`src/rtl/cfgSeqPkg.sv`:
```
`timescale 1ns/1ps
package cfgSeqPkg;
  typedef enum logic [2:0] {
    ST_IDLE, ST_LOAD, ST_ERR, ST_RELW, ST_HALT, ST_INIT, ST_STEP, ST_USER
  } seqState_t;

  typedef struct packed {
    logic cntClr;
    logic cntInc;
    logic driveStatus;
    logic relFirst;
    logic relSecond;
  } ctlStrobes_t;
endpackage

```
`src/rtl/cfgSeqDatapath.sv`:
```
`timescale 1ns/1ps
module cfgSeqDatapath
  import cfgSeqPkg::*;
#(
  parameter int RESET_CYCLES = 64,
  parameter int INIT_CYCLES  = 32,
  parameter int SYNC_STAGES  = 2
) (
  input  logic        clk,
  input  logic        rstN,
  input  ctlStrobes_t stb,
  input  logic        statusPadIn,
  input  logic        oscTick,
  input  logic        userTick,
  input  logic        optUserClk,
  input  logic        optClearFirst,
  input  logic        optGlobalClr,
  input  logic        optGlobalOe,
  input  logic        gClrPinN,
  input  logic        gOePinN,
  output logic        toHit,
  output logic        initHit,
  output logic        initTick,
  output logic        statusHigh,
  output logic        statusLowOut,
  output logic        regClear,
  output logic        outHiZ,
  output logic        cfgDone
);
  localparam int CNT_MAX = (RESET_CYCLES > INIT_CYCLES) ? RESET_CYCLES : INIT_CYCLES;
  localparam int CW      = $clog2(CNT_MAX + 1);

  logic [CW-1:0] cnt;
  logic [SYNC_STAGES-1:0] syncQ;

  always_ff @(posedge clk or negedge rstN) begin
    if (!rstN)           cnt <= '0;
    else if (stb.cntClr) cnt <= '0;
    else if (stb.cntInc) cnt <= cnt + 1'b1;
  end

  assign toHit    = (cnt == CW'(RESET_CYCLES - 1));
  assign initHit  = (cnt == CW'(INIT_CYCLES - 1));
  assign initTick = optUserClk ? userTick : oscTick;

  genvar g;
  generate
    for (g = 0; g < SYNC_STAGES; g++) begin : gSync
      if (g == 0) begin : gFirst
        always_ff @(posedge clk or negedge rstN)
          if (!rstN) syncQ[0] <= 1'b0;
          else       syncQ[0] <= statusPadIn;
      end else begin : gNext
        always_ff @(posedge clk or negedge rstN)
          if (!rstN) syncQ[g] <= 1'b0;
          else       syncQ[g] <= syncQ[g-1];
      end
    end
  endgenerate

  assign statusHigh = syncQ[SYNC_STAGES-1];

  logic hiZReleased, clrReleased;
  assign hiZReleased  = optClearFirst ? stb.relSecond : stb.relFirst;
  assign clrReleased  = optClearFirst ? stb.relFirst  : stb.relSecond;
  assign outHiZ       = !hiZReleased || (optGlobalOe  && !gOePinN);
  assign regClear     = !clrReleased || (optGlobalClr && !gClrPinN);
  assign statusLowOut = stb.driveStatus;
  assign cfgDone      = stb.relSecond;
endmodule

```
`src/rtl/cfgSeqCtrl.sv`:
```
`timescale 1ns/1ps
module cfgSeqCtrl
  import cfgSeqPkg::*;
(
  input  logic        clk,
  input  logic        rstN,
  input  logic        cfgReqN,
  input  logic        loadErr,
  input  logic        loadDone,
  input  logic        optAutoRestart,
  input  logic        toHit,
  input  logic        initHit,
  input  logic        initTick,
  input  logic        statusHigh,
  output ctlStrobes_t stb
);
  seqState_t cur, nxt;

  always_ff @(posedge clk or negedge rstN) begin
    if (!rstN) cur <= ST_IDLE;
    else       cur <= nxt;
  end

  always_comb begin
    nxt             = cur;
    stb             = '0;
    stb.driveStatus = (cur == ST_ERR);
    stb.relFirst    = (cur == ST_STEP) || (cur == ST_USER);
    stb.relSecond   = (cur == ST_USER);
    case (cur)
      ST_IDLE: begin
        stb.cntClr = 1'b1;
        nxt        = ST_LOAD;
      end
      ST_LOAD: begin
        stb.cntClr = 1'b1;
        if (loadErr)       nxt = ST_ERR;
        else if (loadDone) nxt = ST_INIT;
      end
      ST_ERR: begin
        if (toHit) begin
          stb.cntClr = 1'b1;
          nxt        = ST_RELW;
        end else begin
          stb.cntInc = 1'b1;
        end
      end
      ST_RELW: if (statusHigh) nxt = optAutoRestart ? ST_LOAD : ST_HALT;
      ST_HALT: nxt = ST_HALT;
      ST_INIT: begin
        if (initTick) begin
          if (initHit) begin
            stb.cntClr = 1'b1;
            nxt        = ST_STEP;
          end else begin
            stb.cntInc = 1'b1;
          end
        end
      end
      ST_STEP: if (initTick) nxt = ST_USER;
      ST_USER: nxt = ST_USER;
      default: nxt = ST_IDLE;
    endcase
    if (!cfgReqN) nxt = ST_IDLE;
  end
endmodule

```
`src/rtl/cfgSeq.sv`:
```
`timescale 1ns/1ps
module cfgSeq
  import cfgSeqPkg::*;
#(
  parameter int RESET_CYCLES = 64,
  parameter int INIT_CYCLES  = 32,
  parameter int SYNC_STAGES  = 2
) (
  input  logic clk,
  input  logic rstN,
  input  logic cfgReqN,
  input  logic loadErr,
  input  logic loadDone,
  input  logic statusPadIn,
  output logic statusLowOut,
  input  logic oscTick,
  input  logic userTick,
  input  logic optAutoRestart,
  input  logic optClearFirst,
  input  logic optUserClk,
  input  logic optGlobalClr,
  input  logic optGlobalOe,
  input  logic gClrPinN,
  input  logic gOePinN,
  output logic regClear,
  output logic outHiZ,
  output logic cfgDone
);
  ctlStrobes_t stb;
  logic toHit, initHit, initTick, statusHigh;

  cfgSeqCtrl uCtrl (
    .clk(clk), .rstN(rstN), .cfgReqN(cfgReqN), .loadErr(loadErr),
    .loadDone(loadDone), .optAutoRestart(optAutoRestart), .toHit(toHit),
    .initHit(initHit), .initTick(initTick), .statusHigh(statusHigh), .stb(stb)
  );

  cfgSeqDatapath #(
    .RESET_CYCLES(RESET_CYCLES), .INIT_CYCLES(INIT_CYCLES), .SYNC_STAGES(SYNC_STAGES)
  ) uDp (
    .clk(clk), .rstN(rstN), .stb(stb), .statusPadIn(statusPadIn),
    .oscTick(oscTick), .userTick(userTick), .optUserClk(optUserClk),
    .optClearFirst(optClearFirst), .optGlobalClr(optGlobalClr),
    .optGlobalOe(optGlobalOe), .gClrPinN(gClrPinN), .gOePinN(gOePinN),
    .toHit(toHit), .initHit(initHit), .initTick(initTick),
    .statusHigh(statusHigh), .statusLowOut(statusLowOut),
    .regClear(regClear), .outHiZ(outHiZ), .cfgDone(cfgDone)
  );
endmodule

```
`config.mk`:
```
export PLATFORM = sky130hd
export DESIGN_NAME = cfgSeq
export DESIGN_NICKNAME = d
export VERILOG_FILES = /design/src/rtl/cfgSeqPkg.sv /design/src/rtl/cfgSeqDatapath.sv /design/src/rtl/cfgSeqCtrl.sv /design/src/rtl/cfgSeq.sv
export SDC_FILE = /design/constraint.sdc
export NUM_CORES = 1
export LEC_CHECK = 0
export BUFFER_PORTS_ARGS = -buffer_cell sky130_fd_sc_hd__buf_2
export CORE_MARGIN = 1
export CORE_UTILIZATION = 28
export CTS_CLUSTER_SIZE = 10
export DETAILED_ROUTE_END_ITERATION = 10
export PLACE_DENSITY = 0.6
export SETUP_SLACK_MARGIN = 0.5
export SYNTH_ARGS = -nofsm -noshare
export SYNTH_HDL_FRONTEND = slang
export SYNTH_SLANG_ARGS = --single-unit
```
`constraint.sdc`:
```
create_clock -name clk -period 1.71 [get_ports clk]
set_clock_uncertainty 0.2 [all_clocks]
set_input_delay 0.342 -clock clk [delete_from_list [all_inputs] [get_ports clk]]
set_output_delay 0.342 -clock clk [all_outputs]
set_load 0.02 [all_outputs]
```
# Word-level counts from Yosys, hierarchy flattened
# Index checks and enable logic that the tools add are counted.
word_totals:
  rom_bits: 0
  reg_bits: 12
  mem_bits_rw: 0
  n_memories: 0
  latchBits: 0
  inputBits: 15
classes:
  div: 0
  addsub: 1
  multipliers: 0
  n_reduce_logical: 13
  eq_ne: 15
  n_lt_le_gt_ge: 0
  shift: 0
  n_bitwise: 0
  mux: 22
ops:
  columns: ["cell", "n"]
  rows:
  - ["3-bit two-way mux", 9]
  - ["3-bit one-hot mux with 8 select lines", 1]
  - ["7-bit two-way mux", 2]
  - ["3-bit == test (second input constant)", 4]
  - ["3-bit != test (second input constant)", 3]
  - ["7-bit by 1-bit adder with 7-bit output (second input constant)", 1]
  - ["7-bit by 5-bit == test with 1-bit output (second input constant)", 1]
  - ["7-bit by 6-bit == test with 1-bit output (second input constant)", 1]
  - ["1-bit two-way mux", 7]
  - ["3-bit by 2-bit == test with 1-bit output (second input constant)", 2]
  - ["3-bit by 2-bit != test with 1-bit output (second input constant)", 2]
  - ["6-bit AND reduction", 1]
  - ["1-bit logical NOT", 4]
  - ["4-bit != test (second input constant)", 1]
  - ["3-bit by 1-bit == test with 1-bit output (second input constant)", 1]
  - ["3-bit logical NOT", 1]
  - ["1-bit logical OR", 3]
  - ["1-bit one-hot mux with 3 select lines", 1]
  - ["1-bit logical AND", 2]
  - ["2-bit two-way mux", 1]
  - ["1-bit one-hot mux with 2 select lines", 1]
  - ["2-bit nonzero test", 1]
  - ["2-bit OR reduction", 1]

# Depth between registers and ports, before layout
# Gate-level depths: netlist of run 1.
depth:
  depth_word: 6
  mapped_depth: 6
  mapped_depth_nobuf: 5

# Cells and area by module
# From an unflattened synthesis of run 1, not the netlist that was laid out.
hier_totals:
  hier_cells: 79
  area_unflattened_um2: 739.5
modules_own_cells:
  columns: ["module", "area_each_um2", "seq_area_each_um2", "instances", "cells_each"]
  rows:
  - ["cfgSeqDatapath", 464.2, 225.2, 1, 44]
  - ["cfgSeqCtrl", 275.3, 75.1, 1, 35]

# Worst setup path after synthesis of run 1
# Ideal clock, no wire load.
synth_timing:
  kind: "flip-flop to flip-flop"
  from: "reg uDp.cnt[0]"
  to: "reg uDp.cnt[0]"
  path_slack_ps: -185
  path_stages_with_launch: 7
  synth_period_minus_slack_ps: 1895
  setup_time_ps: 86
  t_arrival_ps: 1609
  n_path_buf: 1
  cell_sequence: "dfrtp_1 ha_1 and4_1 buf_4 a31oi_1 nand2_1 nor3_1"
synth_between:
  elab_chain_len: 5
  word_cells_on_any_way: 13
synth_rtl:
  columns: ["element", "line", "source"]
  rows:
  - ["start: declaration", "cfgSeqDatapath.sv:33", "logic [CW-1:0] cnt;"]
  - ["start signal: assignment", "cfgSeqDatapath.sv:39", "else if (stb.cntInc) cnt <= cnt + 1'b1;"]
  - ["7-bit by 5-bit == test with 1-bit output", "cfgSeqDatapath.sv:43", "assign initHit = (cnt == CW'(INIT_CYCLES - 1));"]
  - ["1-bit two-way mux", "cfgSeqCtrl.sv:52", "if (initHit) begin"]
  - ["2-bit two-way mux", "cfgSeqCtrl.sv:51", "if (initTick) begin"]
  - ["1-bit one-hot mux with 3 select lines or 1-bit one-hot mux with 2 select lines (tied branches)", "cfgSeqCtrl.sv:30", "case (cur)"]
  - ["7-bit two-way mux or 2-bit nonzero test (tied branches)", null, null]
# Parallel ways exist; a longest one is shown, timed or not. The select of a mux whose other input is x is not followed.
# A chain may end at the register's enable or synchronous reset.

# Final worst setup path of run 1
layout_timing:
  from: "reg uDp.cnt[0]"
  to: "reg uDp.cnt[6]"
# Same word-level chain as after synthesis.

==> impl_metrics.py, run 1 <==
metrics = {
    "synthesis": {
        "synth-seq-area-share_pct": 37.2,
        "synth_cell_type_count": 34,
        "syn_nets": 103,
        "muxShareOfSynthArea_pct": 8.82,
        "ys_ff_latch": 12,
        "synth_compound_area_share_pct": 23.1,
        "synth-xor-area-share_pct": 1.08,
        "synthesis.area_um2": 808,
        "synth_fa_ha_area_share_pct": 1.55,
        "synth_edf_count": 0,
        "synth_top_family_by_area": "simple AND/OR/NAND/NOR gates",
        "async_flop_share_pct": 100,
        "yosys_warnings": 0,
        "synth_flop_cell": "dfrtp_1",
        "synth_cells": 87,
        "avgSynthCellArea_um2": 9.29,
        "yosys.area_share.simple_pct": 25.1,
    },
    "worst_setup_path": {
        "cp-start-kind": "flop",
        "crit_start": "uDp.cnt[0]",
        "critPathKind": "reg2reg",
        "cp.required_ns": 1.72,
        "cp_top_family": "simple AND/OR/NAND/NOR gates",
        "path_cells": "ha_2 > and4_4 > buf_4 > nand2_2 > or4_1 > a21oi_1",
        "cp-end-kind": "flop",
        "rr_startpoint": "uDp.cnt[0]",
        "critical_path_buf_inv_count": 1,
        "critPathArrivalTime_ns": 1.86,
        "crit_slowest_cell": "or4_1",
        "slowest_delay_ns": 0.49,
        "cp_max_fo": 3,
    },
    "pwr": {
        "p_per_area_nw_per_um2": 1010,
        "total_power_mw": 1.51,
        "swShare_pct": 40.0,
        "comb_power_share_pct": 62.8,
        "leakage_nw": 0.643,
        "power.switching_uw": 602,
        "p_clk_share_pct": 12.0,
        "vdd_drop_max_mv": 0.705,
        "p_seq_share_pct": 25.2,
        "p_int_uw": 904,
    },
    "timing": {
        "relSlewSlack_pct": 58.2,
        "finalCritPeriodShare_pct": 108,
        "fmax_mhz": 542,
        "rsz0062_at_grt": "true",
        "finalHoldViolations": 0,
        "setup_viol": 12,
        "period_needed_ns": 1.84,
        "slew_viol_final": 0,
        "final.setup.worst_slack_ns": -0.133,
        "tightest_slew_ns": 0.610,
    },
    "floorplanning": {
        "num_io_pins": 19,
        "initial_core_util_pct": 29.6,
        "std_cell_rows": 19,
        "die_area_um2": 3110,
        "core_area_um2": 2730,
        "die_x_um": 55.7,
        "die_y_um": 55.7,
    },
    "routing": {
        "first_iter_violations": 20,
        "dr.pass1.iters": 4,
        "drc_errors": 0,
        "postRouteAntennaNets": 0,
        "wirelength_um": 2630,
        "wl_per_cell_um": 15.6,
        "route.vias.total": 932,
        "via_per_inst": 5.51,
    },
    "placed_design": {
        "dpl_cell_area_um2": 1160,
        "place_congestion": 0.807,
        "io_buffers": 18,
        "dpl.hpwl_um": 1600,
        "placed_cells": 148,
        "preCtsSetupSlack_ns": -0.174,
    },
    "clocking": {
        "h-tree-depth": 1,
        "cts_buffer_depth": 2,
        "clock-sinks": 12,
        "clkSlewWorstSetupHoldPaths_ns": 0.08,
        "cts_buffers": 3,
        "clk_latency_ns": 0.28,
        "cts-root-buf": "clkbuf_4",
        "cts_tree": "yes",
    },
    "global_routing": {
        "grt_overflow_total": 0,
        "antenna_found_initial": 0,
        "grt_pass1_wl_um": 4270,
        "grt_pass1_vias": 956,
        "grt_usage_pct": 17.7,
        "grt_max_degree": 13,
    },
    "finish": {
        "stdcell_count": 169,
        "multi_input_area_um2": 697,
        "syn2layout_area_growth_pct": 84.7,
        "drive_gt1_share_pct": 60.9,
        "finish.instance_area_um2": 1490,
        "seqCellArea_um2": 303,
        "nFillCells": 238,
        "fin_nets": 156,
        "n_antenna_cell": 0,
    },
    "run": {
        "timing.max_cap.violations": 0,
    },
    "hold_path": {
        "hp-class": "in2reg",
        "hp-start": "cfgReqN",
    },
    "status": {
        "violations": "negative setup slack",
        "status": "finished with violations",
    },
}
## layer usage
layer	share of wire, %	global-route usage (%)	vias up	routed length (µm)
li1	-	-	443	-
met2	54	32.9	25	1410
met5	0	0	-	0
met1	40	19.1	455	1040
met4	3.2	8.93	0	85
met3	3.5	3.02	9	91
## timing repair
item                                    in CTS  in global routing
gates resized for setup                     32                  9
hold buffers                                 2                  0
pin swaps                                    9                  8
hold endpoints to repair                    13                  0
setup buffers                               13                  3
endpoints found under the setup margin      14                 14
## cell usage after synthesis, drive strengths merged (3+ instances only)
cell | number | share of area [%]
nor3 | 4 | 2.5
dfrtp | 12 | 37
nor2 | 4 | 1.9
nor2b | 4 | 3.1
o21ai | 4 | 2.5
clkbuf | 3 | 1.4
nand2b | 3 | 2.3
mux2i | 6 | 7.4
a31oi | 3 | 2.3
o2111ai | 6 | 6.5
nand2 | 4 | 2.2
nand3 | 6 | 3.7
nand3b | 3 | 2.8
a21oi | 3 | 1.9
## per-stage QoR
| stage | hold slack [ns] | utilization, % | TNS (ns) |
|---|---|---|---|
| 6_report | 0.126 | 54.6 | -0.981 |
| 5_1_grt | 0.122 | 54.6 | -1.96 |
| 4_1_cts | 0.117 | 52.0 | -0.931 |
| 3_5_place_dp | 0.0506 | 42.3 | -0.969 |
| 3_3_place_gp | 0.0402 | 42.3 | -0.685 |
| 2_1_floorplan | -0.154 | - | -0.387 |
## power groups by stage
stage | Clock (mW) | Sequential [mW] | Combinational [mW]
2_1_floorplan | 0 | 0.373 | 0.487
3_3_place_gp | 0 | 0.374 | 0.641
3_5_place_dp | 0 | 0.378 | 0.648
4_1_cts | 0.187 | 0.377 | 0.873
5_1_grt | 0.205 | 0.384 | 1.01
6_report | 0.181 | 0.379 | 0.946
## worst register-to-register path, cell delays in order, from the launching register on
cell	delay [ns]
dfrtp_1	0.37
ha_2	0.19
and4_4	0.25
buf_4	0.11
nand2_2	0.04
or4_1	0.49
a21oi_1	0.12
## area by class of cell
cell class                      count  area share, %
Tap cell                           31           2.60
Inverter                            2          0.503
Timing Repair Buffer               52           28.4
Sequential cell                    12           20.3
Multi-Input combinational cell     69           46.7
Clock buffer                        3           1.51
## logic make-up (layout without fill, tap and decap cells)
| kind of cell | Yosys count | count (layout) |
|---|---|---|
| fa+ha+maj | 1 | 1 |
| mux | 7 | 7 |
| simple gates | 35 | 35 |
| xor+xnor | 1 | 1 |
| flops | 12 | 12 |
| buf+inv | 6 | 57 |
| compound gates | 25 | 25 |
## registers in the layout (all words and copies together) (netlist names)
| register | flops |
|---|---|
| uCtrl.cur | 3 |
| uDp.statusHigh | 1 |
| uDp.syncQ | 1 |
| uDp.cnt | 7 |
## final timing paths
path	cells after the start	to	slack (ns)
hold reg to reg	0	uDp.statusHigh	0.16
setup reg to reg	6	uDp.cnt[6]	-0.13
max in group asynchronous	2	uCtrl.cur[2]	0.78
hold / removal	3	uCtrl.cur[2]	0.13
setup / recovery	6	uDp.cnt[6]	-0.13
min in group asynchronous	2	uDp.cnt[2]	0.27
## layout by cell type (no fill, tap or decap), drive strengths merged, types with 4 or more instances in the layout
| master | Yosys | final |
|---|---|---|
| nor2b | 4 | 4 |
| mux2i | 6 | 6 |
| o2111ai | 6 | 6 |
| dfrtp | 12 | 12 |
| nor2 | 4 | 4 |
| nand2 | 4 | 4 |
| o21ai | 4 | 4 |
| buf | 1 | 50 |
| nand3 | 6 | 6 |
| nor3 | 4 | 4 |
Note: power is estimated with default switching activity, not from simulation.
==> run 2, diff against run 1 <==
--- a/config.mk
+++ b/config.mk
@@ -6,4 +6,5 @@
 export NUM_CORES = 1
 export LEC_CHECK = 0
+export ABC_CLOCK_PERIOD_IN_PS = 1900
 export BUFFER_PORTS_ARGS = -buffer_cell sky130_fd_sc_hd__buf_2
 export CORE_MARGIN = 1
@@ -11,5 +12,5 @@
 export CTS_CLUSTER_SIZE = 10
 export DETAILED_ROUTE_END_ITERATION = 10
-export PLACE_DENSITY = 0.6
+export PLACE_DENSITY = 0.58
 export SETUP_SLACK_MARGIN = 0.5
 export SYNTH_ARGS = -nofsm -noshare
==> constraint.sdc (replaced) <==
create_clock -name clk -period 1.9 [get_ports clk]
set_clock_uncertainty 0.2 [all_clocks]
set_input_delay 0.38 -clock clk [delete_from_list [all_inputs] [get_ports clk]]
set_output_delay 0.38 -clock clk [all_outputs]
set_load 0.1 [all_outputs]
==> run 2 against run 1 <==
  * The flow now finishes without violations
  * Sequential share of layout area rose by 0.65 points
  * Combinational power fell by 0.8%
  * Flip-flop and latch count did not move
  * Largest power group unchanged
==> impl_metrics.py, run 2 (synthesis results as in run 1) <==
metrics = {
    "status": {
        "status": "finished clean",
    },
    "worst_setup_path": {
        "cp_max_fo": 4,
        "r2r_setup_slack_ns": 0.06,
        "r2r-end": "uDp.cnt[4]",
        "critPathArrivalTime_ns": 1.27,
        "crit_start": "uCtrl.cur[0]",
        "critical_path_buf_inv_count": 2,
        "cp_top_family": "flip-flops",
        "path_depth": 4,
        "rr_startpoint": "uCtrl.cur[2]",
        "cp-end-kind": "output port",
        "rr_worst_depth": 6,
        "cp.required_ns": 1.32,
        "crit_slowest_cell": "dfrtp_2",
        "critPathKind": "reg2out",
        "slowest_delay_ns": 0.44,
        "path_cells": "buf_6 > nand2b_4 > o2111ai_4 > buf_12",
        "endpoint": "outHiZ",
        "cp-start-kind": "flop",
    },
    "finish": {
        "drive_gt1_share_pct": 61.4,
        "nFillCells": 247,
        "largest_register_ffs": 7,
        "reg_top3": "uDp.cnt x7, uCtrl.cur x3",
        "largest_register": "uDp.cnt",
        "finish.instance_area_um2": 1450,
        "fin_nets": 150,
        "mostFrequentLayoutCell": "buf_4",
        "syn2layout_area_growth_pct": 79.7,
        "mostFrequentLayoutCells": "21 x buf_4, 14 x buf_2, 9 x dfrtp_1",
        "n_antenna_cell": 0,
    },
    "clocking": {
        "clkSlewWorstSetupHoldPaths_ns": 0.06,
        "cts_buffers": 3,
        "cts-root-buf": "clkbuf_4",
        "cts_buffer_depth": 2,
        "clk_latency_ns": 0.27,
        "clock-sinks": 12,
        "cts_tree": "yes",
        "h-tree-depth": 1,
    },
    "placed_design": {
        "dpl_cell_area_um2": 1120,
        "place_congestion": 0.835,
        "dpl.hpwl_um": 1630,
        "io_buffers": 18,
    },
    "run": {
        "timing.max_cap.violations": 0,
    },
    "timing": {
        "setup_viol": 0,
        "finalHoldViolations": 0,
        "relSlewSlack_pct": 54.9,
        "slew_viol_final": 0,
        "rsz0062_at_grt": "true",
        "tightest_slew_ns": 0.657,
        "fmax_mhz": 542,
        "period_needed_ns": 1.85,
        "finalCritPeriodShare_pct": 97.1,
    },
    "floorplanning": {
        "die_area_um2": 3110,
        "std_cell_rows": 19,
        "die_x_um": 55.7,
        "initial_core_util_pct": 29.6,
        "num_io_pins": 19,
        "die_y_um": 55.7,
        "core_area_um2": 2730,
    },
    "pwr": {
        "leakage_nw": 0.619,
        "vdd_drop_max_mv": 0.658,
        "p_per_area_nw_per_um2": 987,
        "total_power_mw": 1.43,
    },
    "routing": {
        "wirelength_um": 2660,
        "via_per_inst": 5.60,
        "dr.pass1.iters": 4,
        "postRouteAntennaNets": 0,
        "wl_per_cell_um": 16.3,
        "route.vias.total": 913,
        "drc_errors": 0,
        "first_iter_violations": 25,
    },
    "global_routing": {
        "grt_overflow_total": 0,
        "antenna_found_initial": 0,
        "grt_pass1_wl_um": 4010,
        "grt_usage_pct": 16.7,
        "grt_max_degree": 13,
        "grt_pass1_vias": 963,
    },
    "hold_path": {
        "holdPathStages": 1,
        "hp-class": "in2reg",
    },
}
[run 2: layout make-up]
type	instances	area (µm²)	share of cell area (%)
Tap cell	31	38.8	2.67
Clock buffer	3	22.5	1.55
Sequential cell	12	304	20.9
Timing Repair Buffer	46	385	26.5
Multi-Input combinational cell	69	694	47.8
Inverter	2	7.51	0.517
[run 2: worst min path at each step]
stage,startpoint,to
2_1_floorplan,rstN,uCtrl.cur[0]
3_3_place_gp,rstN,uDp.cnt[6]
3_5_place_dp,rstN,uDp.cnt[6]
4_1_cts,statusPadIn,uDp.syncQ[0]
5_1_grt,statusPadIn,uDp.syncQ[0]
6_report,statusPadIn,uDp.syncQ[0]
[run 2: metrics by stage]
step	TNS [ns]	util (%)	instances	worst slack, ns	hold WS [ns]
global placement	0	41.0	142	0.0589	0.0694
finish	0	53.1	163	0.0545	0.0187
detailed placement	-0.0130	41.0	142	-0.0118	0.0711
global route	0	53.1	163	0.00591	0.00284
floorplan	-2.24	-	87	-0.372	-0.116
CTS	0	50.4	159	0.0519	0.0191
[run 2: where the power goes]
part           switching [mW]  internal [mW]
logic                   0.459          0.479
clock network          0.0773         0.0733
registers              0.0521          0.292
[run 2: per-layer routing]
metal	routed length (µm)	vias up	part of all wire, %	GRT usage [%]
met5	0	-	0	0
met4	96	0	3.6	12.5
met3	125	8	4.7	3.95
met2	1460	36	55	29.4
met1	979	438	37	17.1
li1	-	431	-	-
[run 2: repair_timing]
item                       4_1_cts  5_1_grt
hold buffers                     1        0
hold endpoints to repair        12        0
gates resized for setup         30        9
buffers inserted                13        4
pin swaps                       10        9
setup endpoints to repair       14       14
